File: src/rtl/coh_pkg.sv
package coh_pkg;
  typedef enum logic [1:0] {
    ST_I = 2'd0,
    ST_S = 2'd1,
    ST_E = 2'd2,
    ST_M = 2'd3
  } line_st_t;

  typedef enum logic [2:0] {
    M_READ   = 3'd0,
    M_RDRESP = 3'd1,
    M_INV    = 3'd2,
    M_INVACK = 3'd3,
    M_RDINV  = 3'd4,
    M_WB     = 3'd5
  } msg_t;

  typedef enum logic [2:0] {
    OP_READ   = 3'd0,
    OP_WRITE  = 3'd1,
    OP_ATOMIC = 3'd2,
    OP_CLAIM  = 3'd3,
    OP_CLEAN  = 3'd4,
    OP_EVICT  = 3'd5
  } op_t;
endpackage

File: src/rtl/coh_line_store.sv
// Per-line state and data word. Processor port and snoop port read in
// parallel; a processor write wins over a snoop write to the same line.
module coh_line_store
  import coh_pkg::*;
#(
  parameter int NLINES = 8,
  parameter int DW     = 16,
  localparam int IW    = $clog2(NLINES)
) (
  input  logic            clk,
  input  logic            rst,
  input  logic [IW-1:0]   p_idx,
  output line_st_t        p_state,
  output logic [DW-1:0]   p_data,
  input  logic [IW-1:0]   s_idx,
  output line_st_t        s_state,
  output logic [DW-1:0]   s_data,
  input  logic            pw_en,
  input  line_st_t        pw_state,
  input  logic [DW-1:0]   pw_data,
  input  logic            sw_en,
  input  line_st_t        sw_state
);
  line_st_t      st_arr  [NLINES];
  logic [DW-1:0] dat_arr [NLINES];

  for (genvar g = 0; g < NLINES; g++) begin : g_line
    line_st_t      st_r;
    logic [DW-1:0] d_r;
    always_ff @(posedge clk) begin
      if (rst) begin
        st_r <= ST_I;
        d_r  <= '0;
      end else if (pw_en && p_idx == IW'(g)) begin
        st_r <= pw_state;
        d_r  <= pw_data;
      end else if (sw_en && s_idx == IW'(g)) begin
        st_r <= sw_state;
      end
    end
    assign st_arr[g]  = st_r;
    assign dat_arr[g] = d_r;
  end

  assign p_state = st_arr[p_idx];
  assign p_data  = dat_arr[p_idx];
  assign s_state = st_arr[s_idx];
  assign s_data  = dat_arr[s_idx];
endmodule

File: src/rtl/coh_ack_counter.sv
// Down-counter of outstanding invalidate acknowledges.
module coh_ack_counter #(
  parameter int NPEERS = 3,
  localparam int CW    = $clog2(NPEERS + 1)
) (
  input  logic clk,
  input  logic rst,
  input  logic load,
  input  logic load_peers,
  input  logic dec,
  output logic zero
);
  logic [CW-1:0] cnt;

  always_ff @(posedge clk) begin
    if (rst)
      cnt <= '0;
    else if (load)
      cnt <= load_peers ? CW'(NPEERS) : '0;
    else if (dec && cnt != '0)
      cnt <= cnt - CW'(1);
  end

  assign zero = (cnt == '0);
endmodule

File: src/rtl/coh_snoop_unit.sv
// Decides the reply and the new line state for a snooped message.
module coh_snoop_unit
  import coh_pkg::*;
(
  input  logic       in_valid,
  input  logic [2:0] in_msg,
  input  line_st_t   cur,
  output logic       upd,
  output line_st_t   nxt,
  output logic       give_data,
  output logic       give_ack
);
  logic owner;
  assign owner = (cur == ST_M) || (cur == ST_E);

  always_comb begin
    upd       = 1'b0;
    nxt       = cur;
    give_data = 1'b0;
    give_ack  = 1'b0;
    if (in_valid) begin
      case (msg_t'(in_msg))
        M_READ: begin
          if (owner) begin
            upd       = 1'b1;
            nxt       = ST_S;
            give_data = 1'b1;
          end
        end
        M_INV: begin
          upd      = 1'b1;
          nxt      = ST_I;
          give_ack = 1'b1;
        end
        M_RDINV: begin
          upd       = 1'b1;
          nxt       = ST_I;
          give_ack  = 1'b1;
          give_data = owner;
        end
        default: ;
      endcase
    end
  end
endmodule

File: src/rtl/coh_line_ctrl.sv
module coh_line_ctrl
  import coh_pkg::*;
#(
  parameter int NLINES = 8,
  parameter int DW     = 16,
  parameter int NPEERS = 3,
  localparam int IW    = $clog2(NLINES)
) (
  input  logic          clk,
  input  logic          rst,
  input  logic          req_valid,
  input  logic [2:0]    req_op,
  input  logic [IW-1:0] req_line,
  input  logic [DW-1:0] req_wdata,
  output logic          busy,
  output logic          done,
  output logic [DW-1:0] done_rdata,
  output logic [1:0]    done_state,
  output logic          out_valid,
  output logic [2:0]    out_msg,
  output logic [IW-1:0] out_line,
  output logic [DW-1:0] out_data,
  input  logic          in_valid,
  input  logic [2:0]    in_msg,
  input  logic [IW-1:0] in_line,
  input  logic [DW-1:0] in_data,
  output logic          snp_rdresp,
  output logic          snp_ack,
  output logic [IW-1:0] snp_line,
  output logic [DW-1:0] snp_data
);
  // pending request
  logic          busy_q;
  op_t           pend_op;
  logic [IW-1:0] pend_line;
  logic [DW-1:0] pend_wdata;
  logic          pend_need_data;
  logic          pend_have_data;
  logic [DW-1:0] pend_data;

  // store ports
  logic [IW-1:0] p_idx;
  line_st_t      p_state, s_state;
  logic [DW-1:0] p_data, s_data;
  logic          pw_en;
  line_st_t      pw_state;
  logic [DW-1:0] pw_data;
  logic          sw_en;
  line_st_t      sw_state;

  // snoop decode
  logic sn_data, sn_ack;

  // control
  logic          accept, complete, local_done, issue, wb, need_data, need_acks;
  logic          capture, ack_dec, ack_zero;
  msg_t          issue_msg;
  logic [DW-1:0] base, fin_rdata;

  assign accept   = req_valid && !busy_q;
  assign p_idx    = busy_q ? pend_line : req_line;
  assign complete = busy_q && (!pend_need_data || pend_have_data) && ack_zero;
  assign base     = pend_have_data ? pend_data : p_data;
  assign capture  = busy_q && pend_need_data && !pend_have_data && in_valid &&
                    (in_msg == M_RDRESP) && (in_line == pend_line);
  assign ack_dec  = busy_q && in_valid && (in_msg == M_INVACK) && (in_line == pend_line);

  coh_line_store #(.NLINES(NLINES), .DW(DW)) u_store (
    .clk      (clk),
    .rst      (rst),
    .p_idx    (p_idx),
    .p_state  (p_state),
    .p_data   (p_data),
    .s_idx    (in_line),
    .s_state  (s_state),
    .s_data   (s_data),
    .pw_en    (pw_en),
    .pw_state (pw_state),
    .pw_data  (pw_data),
    .sw_en    (sw_en),
    .sw_state (sw_state)
  );

  coh_ack_counter #(.NPEERS(NPEERS)) u_acks (
    .clk        (clk),
    .rst        (rst),
    .load       (issue),
    .load_peers (need_acks),
    .dec        (ack_dec),
    .zero       (ack_zero)
  );

  coh_snoop_unit u_snoop (
    .in_valid  (in_valid),
    .in_msg    (in_msg),
    .cur       (s_state),
    .upd       (sw_en),
    .nxt       (sw_state),
    .give_data (sn_data),
    .give_ack  (sn_ack)
  );

  always_comb begin
    issue      = 1'b0;
    issue_msg  = M_READ;
    need_data  = 1'b0;
    need_acks  = 1'b0;
    local_done = 1'b0;
    wb         = 1'b0;
    pw_en      = 1'b0;
    pw_state   = p_state;
    pw_data    = p_data;
    fin_rdata  = p_data;
    if (complete) begin
      pw_en     = 1'b1;
      fin_rdata = base;
      case (pend_op)
        OP_READ:   begin pw_state = ST_S; pw_data = base;              end
        OP_WRITE:  begin pw_state = ST_M; pw_data = pend_wdata;        end
        OP_ATOMIC: begin pw_state = ST_M; pw_data = base + pend_wdata; end
        default:   begin pw_state = ST_E;                              end
      endcase
    end else if (accept) begin
      case (op_t'(req_op))
        OP_READ: begin
          if (p_state == ST_I) begin
            issue = 1'b1; issue_msg = M_READ; need_data = 1'b1;
          end else begin
            local_done = 1'b1;
          end
        end
        OP_WRITE, OP_ATOMIC: begin
          if (p_state == ST_M || p_state == ST_E) begin
            local_done = 1'b1;
            pw_en      = 1'b1;
            pw_state   = ST_M;
            pw_data    = (op_t'(req_op) == OP_WRITE) ? req_wdata : p_data + req_wdata;
          end else if (p_state == ST_S) begin
            issue = 1'b1; issue_msg = M_INV; need_acks = 1'b1;
          end else begin
            issue = 1'b1; issue_msg = M_RDINV; need_data = 1'b1; need_acks = 1'b1;
          end
        end
        OP_CLAIM: begin
          if (p_state == ST_S) begin
            issue = 1'b1; issue_msg = M_INV; need_acks = 1'b1;
          end else begin
            local_done = 1'b1;
          end
        end
        OP_CLEAN: begin
          local_done = 1'b1;
          if (p_state == ST_M) begin
            wb = 1'b1; pw_en = 1'b1; pw_state = ST_E;
          end
        end
        OP_EVICT: begin
          local_done = 1'b1;
          pw_en      = 1'b1;
          pw_state   = ST_I;
          wb         = (p_state == ST_M);
        end
        default: local_done = 1'b1;
      endcase
    end
  end

  always_ff @(posedge clk) begin
    if (rst) begin
      busy_q         <= 1'b0;
      pend_op        <= OP_READ;
      pend_line      <= '0;
      pend_wdata     <= '0;
      pend_need_data <= 1'b0;
      pend_have_data <= 1'b0;
      pend_data      <= '0;
      done           <= 1'b0;
      done_rdata     <= '0;
      done_state     <= 2'd0;
      out_valid      <= 1'b0;
      out_msg        <= 3'd0;
      out_line       <= '0;
      out_data       <= '0;
      snp_rdresp     <= 1'b0;
      snp_ack        <= 1'b0;
      snp_line       <= '0;
      snp_data       <= '0;
    end else begin
      done       <= complete || local_done;
      done_rdata <= fin_rdata;
      done_state <= pw_state;
      out_valid  <= issue || wb;
      out_msg    <= issue ? issue_msg : M_WB;
      out_line   <= p_idx;
      out_data   <= p_data;
      snp_rdresp <= sn_data;
      snp_ack    <= sn_ack;
      snp_line   <= in_line;
      snp_data   <= s_data;
      if (complete)
        busy_q <= 1'b0;
      else if (issue)
        busy_q <= 1'b1;
      if (issue) begin
        pend_op        <= op_t'(req_op);
        pend_line      <= req_line;
        pend_wdata     <= req_wdata;
        pend_need_data <= need_data;
        pend_have_data <= 1'b0;
      end else if (capture) begin
        pend_have_data <= 1'b1;
        pend_data      <= in_data;
      end
    end
  end

  assign busy = busy_q;
endmodule

File: config.mk
export PLATFORM = sky130hd
export DESIGN_NAME = coh_line_ctrl
export DESIGN_NICKNAME = d
export VERILOG_FILES = /design/src/rtl/coh_pkg.sv /design/src/rtl/coh_line_store.sv /design/src/rtl/coh_ack_counter.sv /design/src/rtl/coh_snoop_unit.sv /design/src/rtl/coh_line_ctrl.sv
export SDC_FILE = /design/constraint.sdc
export NUM_CORES = 1
export LEC_CHECK = 0
export ABC_AREA = 1
export ABC_CLOCK_PERIOD_IN_PS = 4400
export BUFFER_PORTS_ARGS = -buffer_cell sky130_fd_sc_hd__buf_2
export CORE_UTILIZATION = 60
export CTS_CLUSTER_SIZE = 25
export DETAILED_ROUTE_END_ITERATION = 6
export GPL_ROUTABILITY_DRIVEN = 1
export PLACE_DENSITY = 0.8
export SLEW_MARGIN = 30
export SYNTH_ARGS = -nofsm -noshare
export SYNTH_HDL_FRONTEND = slang
export SYNTH_SLANG_ARGS = --single-unit
File: constraint.sdc
create_clock -name clk -period 4.4 [get_ports clk]
set_input_delay 0.44 -clock clk [delete_from_list [all_inputs] [get_ports clk]]
set_output_delay 0.44 -clock clk [all_outputs]
set_load 0.01 [all_outputs]
==> impl_metrics.tcl <==
set metrics [dict create \
    insertedDiodeCount 0 \
    overall_fraction_of_global_route_tracks_in_use_pct 42.6 \
    die-area_um2 24000 \
    worstSetupPathType "flop to flop" \
    detail-route-antenna-nets 0 \
    rsz0062_at_grt "no" \
    hold_violations 0 \
    placement.cell_area_um2 14900 \
    final.setup.tns_ns 0 \
    synth.distinct_cells 54 \
    tritoncts_clock_tree "yes" \
    cts_post_setup_buffers_inserted 0 \
    post_synth_instance_area_um2 14100 \
    pre_cts_slack_ns 0.182 \
    start_kind "flop" \
    cp_num_buf_inv 5 \
    relative_area_change_from_synthesis_to_final_layout_pct 12.2 \
    design.core.area_um2 22800 \
    stdcell_area_um2 15800 \
    floorplan.initialDensity_pct 61.7 \
    critical_path.cell_chain "inv_1 > nand2_2 > nand2_4 > nand2_2 > buf_12 > o22ai_1 > nand3b_1 > nand2_1 > ha_1 > inv_1 > fa_1 > inv_1 > nand2_1 > o21ai_0 > buf_4 > nand2_1 > nand2_1 > xor2_1 > nand2_1 > o21ai_0 > o211ai_1 > nand2_2 > nor2_1 > nor2_1" \
    clk-insertion-delay-late_ns 0.57 \
    number_of_antenna_violations_at_the_first_check_in_global_routing 0 \
    cp_top_family "simple AND/OR/NAND/NOR gates" \
    cts.sink_count 250 \
    placementRows 55 \
    layout_setup_ws_ns 0.305 \
    cp_data_required_time_ns 4.86 \
    crit_path_max_fanout 32 \
    fin_skew_ns 0.0210 \
    grt.overflow.total 0 \
    final_nets 2262 \
    ioPinCount 112 \
    post_layout_min_period_ns 4.09 \
    crit-reg2reg-launch "busy$_SDFFE_PP0P_" \
    first_pass_grt_wire_length_mm 78.6 \
    power.leakage_nw 7.56 \
    crit_end "u_store.g_line[6].d_r[6]$_SDFFE_PP0P_" \
    cts_max_path_buffers 3 \
    r2r_cells 24 \
    critical_path.max_stage_delay_ns 0.43 \
    drt_pre_antenna_iters 6 \
    postSynthNetCount 2174 \
    postSynth.topFlopCell "sky130_fd_sc_hd__dfxtp_1" \
    min_delay_path_class "input pin to flop" \
    critical_path_arrival_ns 4.56 \
    crit_cells 24 \
    min_period_over_period_pct 93.1 \
    routed-via-count 15433 \
    clkSlewWorstSetupHoldPaths_ns 0.06 \
    timing.final.setup_violations 0 \
    pwr_density_cell_nw_per_um2 435 \
    portBuffers 111 \
    wire_per_inst_um 20.6 \
    setup.reg_to_reg.worst_slack_ns 0.31 \
    first_global_vias 13969 \
    post-route-util_pct 69.2 \
    synth.ff_latch_count 250 \
    worst_ir_drop_vdd_mv 0.331 \
    async_flop_share_pct 0 \
    timing.max_slew.rel_slack_pct 45.7 \
    critical_path.most_common_cell "sky130_fd_sc_hd__nand2_1" \
    tritoncts.num_buffers 26 \
    yosysSeqAreaShare_pct 35.6 \
    postSynthCellCount 2090 \
    floorplan.die.height_um 155 \
    cts_hold_buffers 0 \
    post_cts_resize_count 0 \
    die_width_um 155 \
    route.detailed.vias_per_inst 6.16 \
    worstSetupStartpoint "busy$_SDFFE_PP0P_" \
    wl_mm 51.7 \
    synth-edff-count 0 \
    worstMarginPinSlew_ns 0.810 \
    drive_above_1_share_pct 11.5 \
    critical_path.slowest_cell "sky130_fd_sc_hd__dfxtp_2" \
    clockRootBuffer "sky130_fd_sc_hd__clkbuf_16" \
    cp-end-kind "flop" \
    cts-htree-levels 1 \
    dpl.hpwl_mm 35.0 \
    maximum_number_of_pins_on_one_net_before_global_route_repair 145 \
    avgSynthCellArea_um2 6.73 \
    run_status "finished, final reports clean" \
    crit-reg2reg-capture "u_store.g_line[6].d_r[6]$_SDFFE_PP0P_" \
    maxSlewViolCount 0 \
    gpl.final_weighted_congestion 1.00 \
    drt_drc_violations_left 0 \
    max_freq_mhz 244 \
    drt_iter0_markers 2133 \
    timing.max_cap.violations 0 \
    synth_warnings 0 \
]
==> layout make-up <==
type	count	area (um^2)
sequential	250	5010
multi-input combinational	1550	7840
tap	313	392
timing repair buffer	161	971
clock inverter	12	141
clock buffer	31	709
inverter	189	711
fill	2000	7010
==> cells in the final DEF, fill, tap and decap left out, drive strengths merged, types with 11 or more instances in the layout <==
| cell | netlist | routed |
|---|---|---|
| buf | 46 | 161 |
| o22ai | 11 | 11 |
| clkbuf | 55 | 31 |
| a22oi | 65 | 65 |
| a22o | 16 | 16 |
| o21ai | 218 | 218 |
| a211oi | 26 | 26 |
| dfxtp | 250 | 250 |
| clkinv | 3 | 13 |
| nand3 | 143 | 143 |
| o22a | 11 | 11 |
| a21oi | 117 | 117 |
| inv | 186 | 185 |
| o221ai | 12 | 12 |
| nor2 | 481 | 481 |
| ha | 34 | 34 |
| nand2 | 334 | 334 |
==> logic make-up (layout without fill, tap and decap cells) <==
kind of cell / count (synthesis) / after routing / synth area share, %
simple gates: 998 / 998 / 29.7
xor+xnor: 6 / 6 / 0.374
compound gates: 510 / 510 / 22.3
flops: 250 / 250 / 35.6
buf+inv: 290 / 393 / 8.80
fa+ha+maj: 36 / 36 / 3.31
==> stage by stage <==
step	hold WS, ns	total power, mW	cells
2_1_floorplan	0.434	3.86	2090
3_3_place_gp	0.453	4.56	2463
3_5_place_dp	0.460	4.58	2463
4_1_cts	0.149	6.77	2506
5_1_grt	0.165	7.13	2506
6_report	0.154	6.86	2506
==> Yosys cell counts (all sizes together), types with 2 or more instances <==
library cell  count  area share, %
nor2            481             13
dfxtp           250             36
nand3           143            5.1
a21o              4           0.21
and2              4           0.18
fa                2           0.28
nand3b           10           0.53
nand2           334            9.8
inv             186            5.0
o22a             11           0.69
clkinv            3          0.080
clkbuf           55            1.5
xnor2             2           0.12
o21ai           218            7.8
a22o             16            1.0
buf              46            2.3
o22ai            11           0.49
a31oi             2          0.089
nand4             8           0.36
xor2              4           0.25
nor4              3           0.18
nor3              9           0.36
a21boi            9            1.1
o211ai            7           0.37
a22oi            65            3.5
o21bai            6           0.32
ha               34            3.0
o221ai           12           0.75
or2               3           0.13
a21oi           117            4.2
a211oi           26            1.4
==> state kept, by name (all words and copies together) (netlist names), 2 cells and up <==
register and cells:
u_store.g_line.d_r 128, done_rdata 16, pend_line 3, out_msg 3, u_acks.cnt 2, snp_line 3, out_line 3, u_store.g_line.st_r 16
done_state 2, snp_data 16, pend_op 3, pend_wdata 16, pend_data 16, out_data 16
==> worst min-delay path by stage <==
stage                              start                         end  cells after the start
2_1_floorplan  pend_data[4]$_SDFFE_PP0P_   pend_data[4]$_SDFFE_PP0P_                      2
3_5_place_dp   pend_data[3]$_SDFFE_PP0P_   pend_data[3]$_SDFFE_PP0P_                      2
4_1_cts                       in_data[0]   pend_data[0]$_SDFFE_PP0P_                      3
5_1_grt                      in_data[13]  pend_data[13]$_SDFFE_PP0P_                      3
3_3_place_gp   pend_data[3]$_SDFFE_PP0P_   pend_data[3]$_SDFFE_PP0P_                      2
6_report                      in_data[0]   pend_data[0]$_SDFFE_PP0P_                      3
==> where the power goes <==
| group | internal (mW) | switching, mW | leakage [nW] |
|---|---|---|---|
| clock network | 1.26 | 0.961 | 0.422 |
| registers | 2.40 | 0.0772 | 2.03 |
| logic | 0.657 | 1.50 | 5.11 |
| total | 4.32 | 2.54 | 7.56 |
==> metal layers <==
layer,routed length [um],part of all wire (%),GRT usage [%],vias up
li1,-,-,-,7138
met1,20200,39,55.8,6992
met2,22200,43,64.7,1056
met3,6070,12,8.55,247
met4,3290,6.4,26.1,0
met5,0,0,0,-
==> worst reg2reg max path, cell delays in order (launching register included) <==
cell and delay [ns]:
sky130_fd_sc_hd__dfxtp_2 0.43, sky130_fd_sc_hd__inv_1 0.14, sky130_fd_sc_hd__nand2_2 0.14, sky130_fd_sc_hd__nand2_4 0.14, sky130_fd_sc_hd__nand2_2 0.12, sky130_fd_sc_hd__buf_12 0.22, sky130_fd_sc_hd__o22ai_1 0.12, sky130_fd_sc_hd__nand3b_1 0.22
sky130_fd_sc_hd__nand2_1 0.18, sky130_fd_sc_hd__ha_1 0.22, sky130_fd_sc_hd__inv_1 0.08, sky130_fd_sc_hd__fa_1 0.38, sky130_fd_sc_hd__inv_1 0.07, sky130_fd_sc_hd__nand2_1 0.07, sky130_fd_sc_hd__o21ai_0 0.14, sky130_fd_sc_hd__buf_4 0.16
sky130_fd_sc_hd__nand2_1 0.05, sky130_fd_sc_hd__nand2_1 0.13, sky130_fd_sc_hd__xor2_1 0.08, sky130_fd_sc_hd__nand2_1 0.05, sky130_fd_sc_hd__o21ai_0 0.09, sky130_fd_sc_hd__o211ai_1 0.32, sky130_fd_sc_hd__nand2_2 0.22, sky130_fd_sc_hd__nor2_1 0.16
sky130_fd_sc_hd__nor2_1 0.05
No activity file was read; power rests on OpenSTA's default activity.
